===== src/rtl/tick_pkg.sv =====
package tick_pkg;

  typedef enum logic [1:0] {
    SRC_INTERNAL = 2'b00,
    SRC_EXT_A    = 2'b01,
    SRC_EXT_B    = 2'b10,
    SRC_NONE     = 2'b11
  } tick_src_e;

  localparam int SRC_W = 2;

endpackage


===== src/rtl/tick_cfg_reg.sv =====
module tick_cfg_reg
  import tick_pkg::*;
#(
  parameter int DATA_W = 16,
  parameter int DIV_W  = 8
) (
  input  logic              clk,
  input  logic              rst_n,
  input  logic              wr_en,
  input  logic [DATA_W-1:0] wr_data,
  output tick_src_e         src_o,
  output logic [DIV_W-1:0]  div_o,
  output logic [DATA_W-1:0] rd_data
);

  localparam int CFG_W   = DIV_W + SRC_W;
  localparam int PAD_W   = DATA_W - CFG_W;
  localparam int SEL_LSB = DIV_W;

  typedef struct packed {
    tick_src_e        src;
    logic [DIV_W-1:0] div;
  } cfg_t;

  cfg_t cfg_q;
  cfg_t cfg_d;
  logic cfg_en;

  always_comb begin
    cfg_en  = wr_en;
    cfg_d   = cfg_q;
    if (wr_en) begin
      cfg_d.div = wr_data[DIV_W-1:0];
      cfg_d.src = tick_src_e'(wr_data[SEL_LSB +: SRC_W]);
    end
  end

  always_ff @(posedge clk or negedge rst_n) begin
    if (!rst_n) begin
      cfg_q <= '{src: SRC_INTERNAL, div: '0};
    end else if (cfg_en) begin
      cfg_q <= cfg_d;
    end
  end

  assign src_o   = cfg_q.src;
  assign div_o   = cfg_q.div;
  assign rd_data = {{PAD_W{1'b0}}, cfg_q};

endmodule


===== src/rtl/tick_edge_sync.sv =====
module tick_edge_sync #(
  parameter int STAGES = 2
) (
  input  logic clk,
  input  logic rst_n,
  input  logic async_in,
  output logic rise_o
);

  // chain_q[0..STAGES-1] synchronize, chain_q[STAGES] holds the previous level
  logic [STAGES:0] chain_q;
  logic [STAGES:0] chain_d;

  always_comb begin
    chain_d = {chain_q[STAGES-1:0], async_in};
  end

  always_ff @(posedge clk or negedge rst_n) begin
    if (!rst_n) begin
      chain_q <= '0;
    end else begin
      chain_q <= chain_d;
    end
  end

  assign rise_o = chain_q[STAGES-1] & ~chain_q[STAGES];

endmodule


===== src/rtl/tick_int_div.sv =====
module tick_int_div #(
  parameter int DIV_W = 8
) (
  input  logic             clk,
  input  logic             rst_n,
  input  logic             reload,
  input  logic             run,
  input  logic [DIV_W-1:0] div_val,
  output logic             tick_o
);

  logic [DIV_W-1:0] cnt_q;
  logic [DIV_W-1:0] cnt_d;
  logic             cnt_en;
  logic             active;
  logic             hit;

  assign active = run && (div_val != '0);
  assign hit    = active && (cnt_q == div_val);

  always_comb begin
    cnt_d  = cnt_q;
    cnt_en = 1'b0;
    if (reload || !active) begin
      cnt_d  = '0;
      cnt_en = (cnt_q != '0);
    end else begin
      cnt_en = 1'b1;
      cnt_d  = hit ? '0 : cnt_q + 1'b1;
    end
  end

  always_ff @(posedge clk or negedge rst_n) begin
    if (!rst_n) begin
      cnt_q <= '0;
    end else if (cnt_en) begin
      cnt_q <= cnt_d;
    end
  end

  assign tick_o = hit;

endmodule


===== src/rtl/tick_source_gen.sv =====
module tick_source_gen
  import tick_pkg::*;
#(
  parameter int DATA_W      = 16,
  parameter int DIV_W       = 8,
  parameter int SYNC_STAGES = 2
) (
  input  logic              clk,
  input  logic              rst_n,
  input  logic              wr_en,
  input  logic [DATA_W-1:0] wr_data,
  output logic [DATA_W-1:0] rd_data,
  input  logic              ext_clk0,
  input  logic              ext_clk1,
  output logic              tick
);

  localparam int N_EXT = 2;

  tick_src_e        src;
  logic [DIV_W-1:0] div;
  logic             int_tick;
  logic [N_EXT-1:0] ext_in;
  logic [N_EXT-1:0] ext_rise;

  assign ext_in = {ext_clk1, ext_clk0};

  tick_cfg_reg #(
    .DATA_W (DATA_W),
    .DIV_W  (DIV_W)
  ) u_cfg (
    .clk     (clk),
    .rst_n   (rst_n),
    .wr_en   (wr_en),
    .wr_data (wr_data),
    .src_o   (src),
    .div_o   (div),
    .rd_data (rd_data)
  );

  tick_int_div #(
    .DIV_W (DIV_W)
  ) u_div (
    .clk     (clk),
    .rst_n   (rst_n),
    .reload  (wr_en),
    .run     (src == SRC_INTERNAL),
    .div_val (div),
    .tick_o  (int_tick)
  );

  for (genvar g = 0; g < N_EXT; g++) begin : g_ext
    tick_edge_sync #(
      .STAGES (SYNC_STAGES)
    ) u_sync (
      .clk      (clk),
      .rst_n    (rst_n),
      .async_in (ext_in[g]),
      .rise_o   (ext_rise[g])
    );
  end

  always_comb begin
    unique case (src)
      SRC_INTERNAL: tick = int_tick;
      SRC_EXT_A:    tick = ext_rise[0];
      SRC_EXT_B:    tick = ext_rise[1];
      default:      tick = 1'b0;
    endcase
  end

endmodule


===== config.mk =====
export PLATFORM = sky130hd
export DESIGN_NAME = tick_source_gen
export DESIGN_NICKNAME = d
export VERILOG_FILES = /design/src/rtl/tick_pkg.sv /design/src/rtl/tick_cfg_reg.sv /design/src/rtl/tick_edge_sync.sv /design/src/rtl/tick_int_div.sv /design/src/rtl/tick_source_gen.sv
export SDC_FILE = /design/constraint.sdc
export NUM_CORES = 1
export LEC_CHECK = 0
export BUFFER_PORTS_ARGS = -buffer_cell sky130_fd_sc_hd__clkbuf_2
export CAP_MARGIN = 10
export CORE_MARGIN = 3
export CORE_UTILIZATION = 35
export CTS_CLUSTER_DIAMETER = 150
export DETAILED_ROUTE_END_ITERATION = 8
export GPL_TIMING_DRIVEN = 0
export HOLD_SLACK_MARGIN = 0.02
export MAX_ROUTING_LAYER = met4
export PLACE_DENSITY = 0.61
export SLEW_MARGIN = 15
export SYNTH_ARGS = -nofsm -noshare
export SYNTH_HDL_FRONTEND = slang
export SYNTH_SLANG_ARGS = --single-unit

===== constraint.sdc =====
create_clock -name clk -period 2.7 [get_ports clk]
set_input_delay 0.405 -clock clk [delete_from_list [all_inputs] [get_ports clk]]
set_output_delay 0.405 -clock clk [all_outputs]
set_load 0.01 [all_outputs]

==> run_results.csv <==
group,metric,value,unit
status,outcome,"finished, final reports clean",
synth,synth.avg_cell_area,12.6,µm²
clock_network,cts_resized,0,
cells_and_area,fin_nets,147,
clock_network,cts-htree-levels,1,
routing,via_per_inst,4.56,
timing,worst_slew_pin_slew,0.597,ns
timing,hold_violations,0,
grt,grtUsageTotal,12.0,%
synth,synth-simple-area-share,11.1,%
timing,final_max_slew_viol_count,0,
timing,relSlewSlack,60.2,%
timing,max_freq,465,MHz
synth,ys_types,23,
synth,ys.flop_type,"dfrtp_1",
synth,synth_top_family_by_area,"simple AND/OR/NAND/NOR gates",
placed_design,dp_slack,0.886,ns
clock_network,ctsHoldBuffers,0,
synth,synth_fa_ha_area_share,2.24,%
cells_and_area,synthToLayoutAreaGrowth,22.3,%
synth,ys_ff_latch,24,
grt,grt_use_met1,15.4,%
floorplan,die_height,62.5,µm
grt,top_usage_layer,"met2",
cells_and_area,design_area,1370,µm²
routing,drtIter0Drc,10,
critical_path,reg2reg_depth,4,
clock_network,cts.clk_slew.worst_paths,0.13,ns
critical_path,start_kind,"register",
clock_network,insertion_delay,0.31,ns
floorplan,die_w,62.5,µm
synth,synth_area_leaders,"dfrtp_1, mux2_2, xnor2_1",
grt,grt_pass1_wl,3.74,mm
synth,postSynthCellCount,89,
synth,yosysTopAreaCell,"dfrtp_1",
routing,vias,752,
timing,timing.final.ws_setup,0.552,ns
critical_path,critical_path_class,"register to primary output",
timing,hold_slack,0.0694,ns
synth,synth_top_area_share,53.8,%
cells_and_area,diodes,0,
critical_path,end_kind,"primary output",
power,ir_drop,0.000403,V
critical_path,arrival,1.74,ns
floorplan,initial_core_util,38.5,%
critical_path,critPathMaxFanout,4,
synth,ys_seq_area_share,53.8,%
grt,grt_max_degree,25,
synth,synth_xor_area_share,11.0,%
floorplan,die_area,3910,µm²
synth,synthMuxAreaShare,11.0,%
placed_design,hpwlAfterDp,1.64,mm
power,p_leak,0.630,nW
timing,fin_tns_setup,0,ns
clock_network,cts_tree,"built",
cells_and_area,layout-drive-gt1-share,38.2,%
clock_network,cts_root_buffer,"clkbuf_4",
placed_design,dpl_cell_area,1310,µm²
timing,min_period,2.15,ns
routing,wl,2.10,mm
critical_path,crit_chain,"nor4_1 -> a211oi_1 -> a211o_1 -> clkbuf_2",
clock_network,cts_buffers,3,
routing,drc,0,
grt,antenna_found_initial,0,
timing,setup-violations-final,0,
routing,ant_nets,0,
hold_path,hp-class,"input pin to async pin",
grt,grtUsageMet2,19.2,%
synth,synth_edf_count,0,
clock_network,cts_buffer_depth,2,
placed_design,place_congestion,0.749,
grt,use_met3,3.96,%
synth,synth_compound_area_share,5.26,%
floorplan,io_pins,38,
synth,syn_area,1120,µm²
critical_path,crit_required,2.30,ns
grt,overflow,0,
clock_network,cts.sinks,24,
clock_network,post_cts_buffers,0,
timing,min_period_over_period,79.6,%
placed_design,io_buffers,25,
critical_path,cpPeakStageDelay,0.44,ns
power,powerDensity,633,nW/µm²
timing,skew,0.00190,ns
routing,first_pass_iters,3,
timing,rsz0062_at_grt,"false",
floorplan,core_area,2900,µm²
floorplan,core.rowCount,19,
critical_path,crit_path_top_delay_cell,"dfrtp_1",
synth,yosys_warnings,0,
routing,routedWlPerCell,12.7,µm
cells_and_area,utilization,47.1,%
grt,grt_pass1_vias,806,
job,cap_violations,0,
synth,synthArstFlopShare,100,%
==> cells in the mapped netlist, types with 2 or more instances <==
cell	instances
and3_1	2
buf_4	6
dfrtp_1	24
ha_1	2
inv_1	3
mux2_2	10
nand3_1	5
nand4_1	2
nor2_1	6
nor3_1	2
nor4_1	2
nor4bb_1	2
xnor2_1	10
xor2_1	4
==> worst max-delay path: cells and delay by family, from the launching register on <==
family / cells / cell delay [ns]
AO/OA/AOI/OAI: 2 / 0.44
buffers and inverters: 1 / 0.13
flip-flops: 1 / 0.44
AND/OR/NAND/NOR: 1 / 0.42
==> path summary, 6_finish.rpt <==
check / from / to / slack [ns]
setup / recovery: u_cfg.div_o[5] / tick / 0.55
hold / removal: rst_n / u_div.cnt_q[6] / 0.07
setup reg to reg: u_cfg.div_o[5] / u_div.cnt_q[0] / 1.20
hold reg to reg: g_ext[0].u_sync.chain_q[0] / g_ext[0].u_sync.chain_q[1] / 0.37
max in group asynchronous: rst_n / u_div.cnt_q[1] / 2.24
min in group clk: ext_clk0 / g_ext[0].u_sync.chain_q[0] / 0.19
==> flip-flops by register name, indices dropped and copies added (netlist names) <==
signal	flops
u_cfg.src_o	2
g_ext.u_sync.chain_q	6
u_cfg.div_o	8
u_div.cnt_q	8
==> stage by stage <==
stage | cells | power, W
2_1_floorplan | 94 | 0.000555
3_3_place_gp | 161 | 0.000608
3_5_place_dp | 161 | 0.000617
4_1_cts | 165 | 0.000876
5_1_grt | 165 | 0.000918
6_report | 165 | 0.000865
==> power breakdown <==
group | internal, W | switching (W)
Sequential | 0.000392 | 0.0000421
Clock | 0.000150 | 0.000108
Combinational | 0.0000908 | 0.0000828
==> logic make-up after synthesis <==
kind of cell | after synthesis
DFF | 24
xor gates and xnor gates | 14
and+or+nand+nor | 22
AOI/OAI and AO/OA | 5
muxes | 11
buffers and inverters | 10
adders and majority gates | 2
other | 1
==> cell usage in the layout, fill, tap and decap left out, drive strengths merged <==
cell | netlist | final
conb | 1 | 6
ha | 2 | 2
nor4b | 1 | 1
nor3 | 2 | 2
dfrtp | 24 | 24
xnor2 | 10 | 10
mux2i | 1 | 1
mux2 | 10 | 10
clkbuf | 1 | 29
a2111o | 1 | 1
a211oi | 1 | 1
xor2 | 4 | 4
nand4 | 2 | 2
inv | 3 | 3
nor2 | 6 | 6
nor4 | 2 | 2
bufinv | 0 | 1
a211o | 1 | 1
and3 | 2 | 2
o22ai | 1 | 1
nor4bb | 2 | 2
buf | 6 | 6
o21bai | 1 | 1
nand3 | 5 | 5
==> routing by layer <==
| layer | share of wire, % | vias to the layer above |
|---|---|---|
| met4 | 0 | 0 |
| met3 | 6.0 | 0 |
| met1 | 48 | 358 |
| met5 | 0 | - |
| met2 | 46 | 25 |
| li1 | - | 369 |
==> area by class of cell <==
| class | instances | area, µm² |
|---|---|---|
| Timing Repair Buffer | 25 | 125 |
| Tap cell | 42 | 52.6 |
| Clock inverter | 1 | 30.0 |
| Inverter | 3 | 11.3 |
| Clock buffer | 3 | 22.5 |
| Buffer | 7 | 48.8 |
| Fill cell | 293 | 1530 |
| Sequential cell | 24 | 601 |
| Multi-Input combinational cell | 60 | 475 |
Note: power is estimated with default switching activity, not from simulation.
